File: src/rtl/cmx_pkg.sv
package cmx_pkg;
  localparam int CELL_COST = 5;

  function automatic int tree_cells(input int m);
    return (1 << m) - 1;
  endfunction

  function automatic int garb_bits(input int m);
    return (1 << m) + m - 1;
  endfunction

  function automatic int tree_cost(input int m);
    return CELL_COST * tree_cells(m);
  endfunction
endpackage

File: src/rtl/cmx_swap_cell.sv
// Controlled swap cell: control passes through; data goes straight on 0, crossed on 1.
module cmx_swap_cell (
  input  logic ctrl_i,
  input  logic a_i,
  input  logic b_i,
  input  logic flip_i,
  output logic ctrl_o,
  output logic pick_o,
  output logic rest_o
);
  logic pick_raw;

  always_comb begin
    ctrl_o   = ctrl_i;
    pick_raw = ctrl_i ? b_i : a_i;
    rest_o   = ctrl_i ? a_i : b_i;
    pick_o   = pick_raw ^ flip_i;
  end
endmodule

File: src/rtl/cmx_parity_mon.sv
// Flags a parity difference between the full input set and the full output set.
module cmx_parity_mon #(
  parameter int IN_W  = 4,
  parameter int OUT_W = 4
) (
  input  logic [IN_W-1:0]  src_i,
  input  logic [OUT_W-1:0] dst_i,
  output logic             err_o
);
  logic src_par;
  logic dst_par;

  always_comb begin
    src_par = ^src_i;
    dst_par = ^dst_i;
    err_o   = src_par ^ dst_par;
  end
endmodule

File: src/rtl/cmx_swap_tree.sv
module cmx_swap_tree #(
  parameter  int SEL_W  = 3,
  localparam int N      = 1 << SEL_W,
  localparam int CELLS  = N - 1,
  localparam int GARB_W = N + SEL_W - 1
) (
  input  logic [N-1:0]      data_i,
  input  logic [SEL_W-1:0]  sel_i,
  input  logic              fault_en_i,
  input  logic [SEL_W-1:0]  fault_cell_i,
  output logic              out_o,
  output logic [GARB_W-1:0] garb_o,
  output logic              err_o
);
  localparam int TREE_COST = cmx_pkg::tree_cost(SEL_W);

  // node[0..N-1] are data inputs; node[N+c] is the data output of cell c.
  logic [2*N-2:0]   node;
  logic [CELLS-1:0] ctl_out;
  logic [CELLS-1:0] rest;

  assign node[N-1:0] = data_i;

  for (genvar lv = 0; lv < SEL_W; lv++) begin : g_lvl
    localparam int LV_CELLS = N >> (lv + 1);
    localparam int BASE     = N - (N >> lv);
    localparam int INB      = 2*N - 2*(N >> lv);

    for (genvar p = 0; p < LV_CELLS; p++) begin : g_cell
      localparam int C = BASE + p;
      logic ctl_in;
      logic flip;

      if (p == 0) begin : g_head
        assign ctl_in = sel_i[lv];
      end else begin : g_chain
        assign ctl_in = ctl_out[C-1];
      end

      assign flip = fault_en_i && (fault_cell_i == SEL_W'(C));

      cmx_swap_cell u_cell (
        .ctrl_i (ctl_in),
        .a_i    (node[INB + 2*p]),
        .b_i    (node[INB + 2*p + 1]),
        .flip_i (flip),
        .ctrl_o (ctl_out[C]),
        .pick_o (node[N + C]),
        .rest_o (rest[C])
      );
    end

    assign garb_o[CELLS + lv] = ctl_out[BASE + LV_CELLS - 1];
  end

  assign garb_o[CELLS-1:0] = rest;
  assign out_o             = node[2*N-2];

  cmx_parity_mon #(
    .IN_W  (N + SEL_W),
    .OUT_W (1 + GARB_W)
  ) u_mon (
    .src_i ({data_i, sel_i}),
    .dst_i ({out_o, garb_o}),
    .err_o (err_o)
  );
endmodule

File: config.mk
export PLATFORM = sky130hd
export DESIGN_NAME = cmx_swap_tree
export DESIGN_NICKNAME = d
export VERILOG_FILES = /design/src/rtl/cmx_pkg.sv /design/src/rtl/cmx_swap_cell.sv /design/src/rtl/cmx_parity_mon.sv /design/src/rtl/cmx_swap_tree.sv
export SDC_FILE = /design/constraint.sdc
export NUM_CORES = 1
export LEC_CHECK = 0
export BUFFER_PORTS_ARGS = -buffer_cell sky130_fd_sc_hd__clkbuf_2
export CORE_AREA = 8 8 45 47
export DETAILED_ROUTE_END_ITERATION = 8
export DIE_AREA = 0 0 53 55
export PLACE_DENSITY = 0.77
export SLEW_MARGIN = 20
export SYNTH_ARGS = -nofsm -noshare
export SYNTH_HDL_FRONTEND = slang
export SYNTH_SLANG_ARGS = --single-unit
File: constraint.sdc
create_clock -name vclk -period 1.7
set_input_delay 0.085 -clock vclk [all_inputs]
set_output_delay 0.085 -clock vclk [all_outputs]
set_load 0.01 [all_outputs]
After elaboration in Yosys (flattened, before gate mapping)
Index checks and enable logic that the tools add are counted.
Word-level totals
  output and inout bits: 12
  RAM bits: 0
  bits in read-only memories: 0
  logic and storage cells: 38
  latch bits: 0
  memories kept: 0
  bits in registers: 0
Cells by class
  shift-type cells: 0
  reduce and logical (&&, ||, !) cells: 10
  order comparisons: 0
  multiply operators: 0
  mux-type cells: 14
  bitwise operators: 8
  div/mod/pow operators: 0
  $add $sub $neg: 0
  equal/unequal tests: 6
Operators with widths (count)
  XOR reduction 11 bit: 2
  two-way mux 1 bit: 14
  == test 3 bit (second input constant): 3
  XOR 1 bit: 8
  logical AND 1 bit: 7
  == test 3 x 2 -> 1 bit (second input constant): 2
  == test 3 x 1 -> 1 bit (second input constant): 1
  zero test 3 bit: 1

Longest topological paths before layout
Gate-level depths: netlist (run 1).
  depth in word-level cells: 9
  depth in mapped cells: 8

Cells and area by module
Synthesis (run 1) repeated with hierarchy kept, for this count alone.
Second synthesis, totals
  cells, all modules: 55
  area total of the unflattened synthesis: 538.0 sq um
Modules (own cells, without submodules)
  cmx_swap_cell: cells an instance 4, times used 7, area each 37.5 sq um, sequential area each 0.0 sq um
  cmx_parity_mon: cells an instance 20, times used 1, area each 188.9 sq um, sequential area each 0.0 sq um
  cmx_swap_tree: cells an instance 7, times used 1, area each 86.3 sq um, sequential area each 0.0 sq um

Worst setup path after synthesis (run 1)
OpenSTA, ideal clock, no wires.
  path type: input to output
  start: in sel_i[0]
  end: out err_o
  path buffers: 1
  data required time: 1.615 ns
  arrival: 1.643 ns
  cell stages on the path: 7
  setup slack: -0.028 ns
  cells stage by stage: buf_6 mux2i_1 xor2_1 mux2i_2 xor3_1 xnor2_1 xor3_1
On the way
  elaborated cells on any way between the ends: 24
  classes of those cells: mux (14); bitwise (8); reduce/logical (2)
RTL lines
  start, declared: line cmx_swap_tree.sv:8  | input logic [SEL_W-1:0] sel_i,
  two-way mux 1 bit: line cmx_swap_cell.sv:15  | pick_raw = ctrl_i ? b_i : a_i;
  XOR 1 bit: line cmx_swap_cell.sv:17  | pick_o = pick_raw ^ flip_i;
  two-way mux 1 bit (*): line cmx_swap_cell.sv:16  | rest_o = ctrl_i ? a_i : b_i;
  named net g_lvl[1].g_cell[1].u_cell.rest_o: line cmx_swap_cell.sv:9  | output logic rest_o
  XOR reduction 11 bit (*): line cmx_parity_mon.sv:15  | dst_par = ^dst_i;
  XOR 1 bit (*): line cmx_parity_mon.sv:16  | err_o = src_par ^ dst_par;
  end, declared: line cmx_swap_tree.sv:13  | output logic err_o
The timed path passes the listed nets; every way through them passes the cells marked *.

Final worst setup path (run 1)
  start: in sel_i[0]
  end: out err_o
On the way
  longest elaborated chain between the ends: 8
  elaborated cells on any way between the ends: 24
  classes of those cells: mux (14); bitwise (8); reduce/logical (2)
Ends and longest elaborated chain (line)
  two-way mux 1 bit: cmx_swap_cell.sv:15
  XOR 1 bit: cmx_swap_cell.sv:17
  two-way mux 1 bit: cmx_swap_cell.sv:15
  XOR 1 bit: cmx_swap_cell.sv:17
  two-way mux 1 bit: cmx_swap_cell.sv:15
  XOR 1 bit: cmx_swap_cell.sv:17
  XOR reduction 11 bit: cmx_parity_mon.sv:15
  XOR 1 bit (*): cmx_parity_mon.sv:16
Every way passes the cells marked *; elsewhere a longest branch is shown, timed or not.

==> flow_metrics.env, run 1 <==
export IMPL_overflow=0
export IMPL_holdBufCountCts=0
export IMPL_violations="setup timing"
export IMPL_outcome="finished with violations"
export IMPL_antenna_found_initial=0
export IMPL_nClkBuffers=0
export IMPL_drt_iter0_drc=0
export IMPL_total_leakage_power_uw=0.000385
export IMPL_crit_path_max_fanout=5
export IMPL_nets=100
export IMPL_drive_above_1_share=0.627
export IMPL_io_pins=27
export IMPL_tightest_slew_ns=0.334
export IMPL_synth_top_cell_area_share=0.229
export IMPL_hold_violations=0
export IMPL_die_area_sq_um=2920
export IMPL_critPathLaunchType="input pin"
export IMPL_grt_pass1_vias=522
export IMPL_nFillCells=132
export IMPL_min_path_type="in2out"
export IMPL_critPathKind="in2out"
export IMPL_grt_max_degree=7
export IMPL_first_pass_iters=1
export IMPL_gp_congestion=0.680
export IMPL_grt_pass1_wl_um=2080
export IMPL_rows=14
export IMPL_yosys_warnings=0
export IMPL_layout_setup_ws_ns=-0.115
export IMPL_seq_cells=0
export IMPL_die_h_um=55
export IMPL_avgSynthCellArea_sq_um=9.56
export IMPL_fin_area_sq_um=785
export IMPL_slew_headroom=0.771
export IMPL_synth_nets=71
export IMPL_initial_core_util=0.387
export IMPL_fmax_ghz=0.551
export IMPL_track_usage=0.0874
export IMPL_syn2layout_area_growth_pct=46.5
export IMPL_place_ws_ns=-0.202
export IMPL_powerDensity_nw_per_um2=539
export IMPL_dp_hpwl_um=1130
export IMPL_wl_per_cell_um=13.5
export IMPL_syn_instance_count=56
export IMPL_final_seq_area_sq_um=0
export IMPL_netlist_area_sq_um=536
export IMPL_crit_path_end_kind="output pin"
export IMPL_vias=481
export IMPL_rsz0062_at_grt="true"
export IMPL_ir_drop_mv=0.394
export IMPL_synth_seq_area_share=0
export IMPL_viasPerCell=4.86
export IMPL_io_buffers=27
export IMPL_maxSlewViolCount=0
export IMPL_cap_violations=0
export IMPL_critPathRequiredTime_ns=1.62
export IMPL_synth_top_cell_by_area="xnor2_1"
export IMPL_diodes=0
export IMPL_drcViolationCount=0
export IMPL_multi_input_area_sq_um=508
export IMPL_drt_wl_total_um=1330
export IMPL_arrival_ns=1.73
export IMPL_ant_nets=0
export IMPL_die_w_um=53
export IMPL_coreArea_sq_um=1380
export IMPL_period_needed_ns=1.82
export IMPL_synth_area_leaders="xnor2_1 23%, buf_4 14%, mux2i_1 13%"
export IMPL_synthDistinctLibCells=18
export IMPL_placed_cell_area_sq_um=672
export IMPL_power_uw=423
export IMPL_fin_crit_sh=1.07
export IMPL_finalSetupViolations=1
==> layout by cell type, fill, tap and decap left out, types with 2 or more instances in the layout <==
master / instances
buf_4: 12
clkbuf_2: 22
mux2_2: 3
mux2_4: 2
mux2i_1: 5
mux2i_2: 3
nand2_1: 3
nand4b_1: 2
xnor2_1: 12
xnor2_2: 2
xor2_1: 2
xor2_2: 2
xor3_1: 2
==> cell families after synthesis <==
logic type	after synthesis	synth area share
buffers and inverters	11	0.161
AO/OA/AOI/OAI	1	0.00934
multiplexers	13	0.262
AND/OR/NAND/NOR	10	0.128
XOR/XNOR	21	0.439
==> worst max-delay path: stages <==
cell      delay, ns
buf_8          0.11
buf_6          0.13
mux2_4         0.31
xor2_2         0.18
xor3_1         0.36
xnor2_1        0.18
xor3_1         0.23
clkbuf_2       0.14
==> power by group <==
group | switching [uW] | internal (uW) | leakage, uW
Combinational | 173 | 250 | 0.000385
Sequential | 0 | 0 | 0
Clock | 0 | 0 | 0
Total | 173 | 250 | 0.000385
==> stage by stage <==
step	util	setup TNS, ns	hold slack, ns	std cells
2_1_floorplan	-	0	0.262	56
3_3_place_gp	0.486	-0.236	0.407	97
3_5_place_dp	0.486	-0.285	0.410	97
4_1_cts	0.530	-0.164	0.410	97
5_1_grt	0.567	-0.245	0.426	99
6_report	0.567	-0.115	0.407	99
==> synth_stat cells <==
master,n
and4bb_1,1
buf_4,10
buf_6,1
mux2_2,5
mux2i_1,7
mux2i_2,1
nand2_1,3
nand4b_1,2
nor2_1,1
nor3_1,1
nor4b_1,1
nor4bb_1,1
o21ai_0,1
xnor2_1,14
xnor3_1,1
xor2_1,3
xor2_2,1
xor3_1,2
==> cell type report <==
cell class	instances	share of cell area
repair buffers	38	0.327
well taps	16	0.0255
multi-input cells	45	0.648
==> routing by layer <==
| metal | vias to the layer above | track usage | wire (um) |
|---|---|---|---|
| met1 | 222 | 0.0973 | 539 |
| met2 | 20 | 0.174 | 684 |
| li1 | 239 | - | - |
| met3 | 0 | 0.0187 | 109 |
| met4 | 0 | 0 | 0 |
| met5 | - | 0 | 0 |
==> timing repair <==
action | 4_1_cts | 5_1_grt
resized for setup | 11 | 12
endpoints found under the setup margin | 2 | 3
setup buffers | 0 | 2
pin swaps | 8 | 8
==> path summary, 6_finish.rpt <==
path / startpoint / depth (start not counted) / slack (ns) / end
hold / removal: sel_i[2] / 2 / 0.41 / garb_o[9]
setup / recovery: sel_i[0] / 8 / -0.12 / err_o
Power figures use the tool's default switching activity.
==> run 2: changes to the inputs <==
--- a/config.mk
+++ b/config.mk
@@ -6,10 +6,13 @@
 export NUM_CORES = 1
 export LEC_CHECK = 0
 export BUFFER_PORTS_ARGS = -buffer_cell sky130_fd_sc_hd__clkbuf_2
+export CAP_MARGIN = 10
 export CORE_AREA = 8 8 45 47
 export DETAILED_ROUTE_END_ITERATION = 8
 export DIE_AREA = 0 0 53 55
 export PLACE_DENSITY = 0.77
+export RECOVER_POWER = 50
+export SKIP_LAST_GASP = 1
 export SLEW_MARGIN = 20
 export SYNTH_ARGS = -nofsm -noshare
 export SYNTH_HDL_FRONTEND = slang
==> flow_metrics.env, run 2 (synthesized netlist as in run 1, its figures left out) <==
export IMPL_outcome="finished with violations"
export IMPL_violations="setup timing"
export IMPL_ant_nets=0
export IMPL_layout_setup_ws_ns=-0.111
export IMPL_critPathRequiredTime_ns=1.62
export IMPL_drt_wl_total_um=1320
export IMPL_drive_above_1_share=0.602
export IMPL_cap_violations=0
export IMPL_grt_pass1_wl_um=2060
export IMPL_comb_power_share=1.000
export IMPL_holdBufCountCts=0
export IMPL_period_needed_ns=1.81
export IMPL_io_buffers=27
export IMPL_crit_path_max_fanout=5
export IMPL_dp_hpwl_um=1130
export IMPL_seq_power_share=0
export IMPL_grt_max_degree=7
export IMPL_clkPwrFrac=0
export IMPL_place_inst=97
export IMPL_die_w_um=53
export IMPL_p_sw_frac=0.409
export IMPL_cp_common_cell="xor3_1"
export IMPL_worst_hold_slack_ns=0.408
export IMPL_min_path_type="in2out"
export IMPL_first_pass_iters=2
export IMPL_fin_crit_sh=1.07
export IMPL_overflow=0
export IMPL_track_usage=0.0869
export IMPL_finalSetupViolations=1
export IMPL_min_path_cells=2
export IMPL_utilization=0.570
export IMPL_nClkBuffers=0
export IMPL_powerDensity_nw_per_um2=539
export IMPL_die_h_um=55
export IMPL_io_pins=27
export IMPL_antenna_found_initial=0
export IMPL_vias=482
export IMPL_arrival_ns=1.73
export IMPL_final_seq_area_sq_um=0
export IMPL_fmax_ghz=0.552
export IMPL_rsz0062_at_grt="true"
export IMPL_hold_violations=0
export IMPL_intPower_uw=251
export IMPL_cp_slowest_cell="xor3_1"
export IMPL_tightest_slew_ns=0.335
export IMPL_total_leakage_power_uw=0.000380
export IMPL_critPathKind="in2out"
export IMPL_nets=100
export IMPL_ir_drop_mv=0.394
export IMPL_hold_path_end="garb_o[9]"
export IMPL_layout_common_cells="20 x clkbuf_2, 12 x xnor2_1, 10 x buf_4"
export IMPL_diodes=0
export IMPL_seq_cells=0
export IMPL_critPathLaunchType="input pin"
export IMPL_cp_top_family="XOR/XNOR gates"
export IMPL_p_switching_uw=174
export IMPL_drcViolationCount=0
export IMPL_coreArea_sq_um=1380
export IMPL_syn2layout_area_growth_pct=47.2
export IMPL_drt_iter0_drc=6
export IMPL_crit_path_end_kind="output pin"
export IMPL_rows=14
export IMPL_max_stage_delay_ns=0.36
export IMPL_maxSlewViolCount=0
export IMPL_viasPerCell=4.87
export IMPL_grt_pass1_vias=520
export IMPL_path_cells="buf_12, buf_8, mux2_4, xor2_2, xor3_1, xnor2_1, xor3_1, clkbuf_2"
export IMPL_finalNonFillerCells=99
export IMPL_gp_congestion=0.680
export IMPL_critPathBufInv=3
export IMPL_initial_core_util=0.387
export IMPL_final_common_cell="clkbuf_2"
export IMPL_min_from="sel_i[2]"
export IMPL_wl_per_cell_um=13.3
export IMPL_nFillCells=130
export IMPL_die_area_sq_um=2920
export IMPL_slew_headroom=0.770
export IMPL_place_ws_ns=-0.202
[run 2: changes by cell type in the layout (fill, tap and decap cells not counted)]
cell	before	now
clkbuf_1	0	2
clkbuf_2	22	20
buf_4	12	10
buf_6	1	2
clkbuf_16	1	0
buf_12	0	1
buf_8	1	2
[run 2: how the worst max path moves through the flow]
stage / startpoint / endpoint / slack, ns / depth (start not counted)
floorplan: sel_i[0] / err_o / 0.01 / 6
global placement: sel_i[0] / err_o / -0.17 / 7
detailed placement: sel_i[0] / err_o / -0.20 / 8
CTS: fault_cell_i[0] / err_o / -0.18 / 8
global route: sel_i[0] / err_o / -0.17 / 8
finish: sel_i[0] / err_o / -0.11 / 8
[run 2: layer usage]
metal	global-route usage	vias up	share of wire
met5	0	-	0
met4	0	0	0
met3	0.0187	0	0.078
met2	0.174	20	0.51
met1	0.0957	223	0.41
li1	-	239	-
[run 2: area by class of cell]
type,count,area [sq um],area share
Multi-Input combinational cell,45,508,0.644
Timing Repair Buffer,38,260,0.330
Tap cell,16,20.0,0.0254
[run 2: power by group through the flow]
| stage | Combinational (uW) | Sequential (uW) | Clock (uW) |
|---|---|---|---|
| 2_1_floorplan | 277 | 0 | 0 |
| 3_3_place_gp | 369 | 0 | 0 |
| 3_5_place_dp | 377 | 0 | 0 |
| 4_1_cts | 390 | 0 | 0 |
| 5_1_grt | 455 | 0 | 0 |
| 6_report | 425 | 0 | 0 |
[run 2: per-stage QoR]
step                      setup TNS, ns  power (uW)  cell area, sq um
final                            -0.111         425               788
after global routing             -0.228         455               788
after CTS                        -0.175         390               722
after detailed placement         -0.285         377               672
after global placement           -0.236         369               672
after floorplan                       0         277               536
[run 2: what timing repair did]
item / in CTS / in global routing
setup endpoints to repair: 2 / 3
pin swaps: 7 / 8
resized for setup: 10 / 17
gates cloned: 0 / 0
buffers inserted: 0 / 2
==> run 3: changes to the inputs <==
--- a/config.mk
+++ b/config.mk
@@ -10,10 +10,12 @@
 export CORE_AREA = 8 8 45 47
 export DETAILED_ROUTE_END_ITERATION = 8
 export DIE_AREA = 0 0 53 55
+export MAX_ROUTING_LAYER = met4
 export PLACE_DENSITY = 0.77
 export RECOVER_POWER = 50
+export REMOVE_ABC_BUFFERS = 1
 export SKIP_LAST_GASP = 1
-export SLEW_MARGIN = 20
+export SLEW_MARGIN = 10
 export SYNTH_ARGS = -nofsm -noshare
 export SYNTH_HDL_FRONTEND = slang
 export SYNTH_SLANG_ARGS = --single-unit
==> flow_metrics.env, run 3 (synthesized netlist as in run 1, its figures left out) <==
export IMPL_maxSlewViolCount=0
export IMPL_io_pins=27
export IMPL_grt_pass1_vias=596
export IMPL_multi_input_area_sq_um=524
export IMPL_fmax_ghz=0.540
export IMPL_rsz0062_at_grt="true"
export IMPL_critPathRequiredTime_ns=1.62
export IMPL_slew_headroom=0.743
export IMPL_critPathKind="in2out"
export IMPL_min_path_cells=2
export IMPL_cap_violations=0
export IMPL_min_from="sel_i[2]"
export IMPL_final_seq_area_sq_um=0
export IMPL_fin_crit_sh=1.09
export IMPL_cp_common_cell="xnor2_1"
export IMPL_io_buffers=27
export IMPL_path_cells="clkbuf_8, xnor2_2, xnor2_1, xnor3_1, xnor2_1, xnor2_1, xor3_1, clkbuf_2"
export IMPL_fin_area_sq_um=910
export IMPL_max_stage_delay_ns=0.39
export IMPL_nClkBuffers=0
export IMPL_drive_above_1_share=0.642
export IMPL_ir_drop_mv=0.248
export IMPL_dp_hpwl_um=1180
export IMPL_die_w_um=53
export IMPL_nFillCells=112
export IMPL_min_path_type="in2out"
export IMPL_drcViolationCount=0
export IMPL_initial_core_util=0.387
export IMPL_track_usage=0.109
export IMPL_tightest_slew_ns=0.374
export IMPL_critPathLaunchType="input pin"
export IMPL_drt_wl_total_um=1540
export IMPL_gp_congestion=0.762
export IMPL_layout_common_cells="18 x buf_4, 16 x clkbuf_2, 11 x xnor2_1"
export IMPL_viasPerCell=4.68
export IMPL_nets=112
export IMPL_vias=520
export IMPL_die_area_sq_um=2920
export IMPL_place_inst=102
export IMPL_seq_cells=0
export IMPL_violations="setup timing"
export IMPL_finalSetupViolations=2
export IMPL_die_h_um=55
export IMPL_wl_per_cell_um=13.9
export IMPL_crit_path_end_kind="output pin"
export IMPL_powerDensity_nw_per_um2=489
export IMPL_grt_pass1_wl_um=2450
export IMPL_antenna_found_initial=0
export IMPL_final_common_cell="buf_4"
export IMPL_period_needed_ns=1.85
export IMPL_coreArea_sq_um=1380
export IMPL_rows=14
export IMPL_syn2layout_area_growth_pct=69.9
export IMPL_outcome="finished with violations"
export IMPL_drt_iter0_drc=8
export IMPL_overflow=0
export IMPL_finalNonFillerCells=111
export IMPL_arrival_ns=1.77
export IMPL_placed_cell_area_sq_um=709
export IMPL_grt_max_degree=7
export IMPL_layout_setup_ws_ns=-0.153
export IMPL_ant_nets=0
export IMPL_crit_path_max_fanout=3
export IMPL_cp_slowest_cell="xnor3_1"
export IMPL_hold_path_end="garb_o[9]"
export IMPL_holdBufCountCts=0
export IMPL_hold_violations=0
export IMPL_total_leakage_power_uw=0.000445
export IMPL_first_pass_iters=4
export IMPL_diodes=0
[run 3: cell count changes in the layout (fill, tap and decap cells not counted), moves of 2 or more]
cell | previous run | this run
clkbuf_1 | 2 | 4
buf_6 | 2 | 6
clkbuf_2 | 20 | 16
buf_4 | 10 | 18
clkbuf_8 | 0 | 2
[run 3: layout make-up]
| cell class | count | area share |
|---|---|---|
| Multi-Input combinational cell | 45 | 0.576 |
| Tap cell | 16 | 0.0220 |
| Timing Repair Buffer | 50 | 0.402 |
[run 3: power by group]
part	leakage, uW	internal [uW]	switching (uW)
Sequential	0	0	0
Clock	0	0	0
Combinational	0.000445	264	181
[run 3: worst max-delay path by stage]
stage                          startpoint  endpoint  cells after the start
final                           data_i[1]     err_o                      8
after global routing            data_i[1]     err_o                      8
after CTS                       data_i[1]     err_o                      8
after detailed placement  fault_cell_i[2]     err_o                      8
after global placement    fault_cell_i[2]     err_o                      8
after floorplan           fault_cell_i[0]     err_o                      6
[run 3: critical path, delay by kind of cell]
kind	cells	cell delay [ns]
xor gates and xnor gates	6	1.43
buffers and inverters	2	0.26
[run 3: metrics by stage]
step	total power, uW	util	setup slack [ns]	hold WS, ns	TNS, ns
floorplan	238	-	-0.0356	0.170	-0.0356
global placement	377	0.513	-0.257	0.409	-0.342
detailed placement	382	0.513	-0.298	0.412	-0.446
CTS	435	0.627	-0.159	0.413	-0.251
global route	484	0.657	-0.312	0.433	-0.452
finish	445	0.657	-0.153	0.415	-0.191
[run 3: routing by layer]
metal,up-vias,share of wire,track usage
met5,-,0,-
met3,0,0.070,0.00535
li1,262,-,-
met4,0,0,0
met2,23,0.49,0.213
met1,235,0.45,0.125
[run 3: repair_timing]
item                       CTS  global route
setup endpoints to repair    2             3
gates cloned                 0             0
resized for setup           14            16
setup buffers               10             0
pin swaps                    9             4
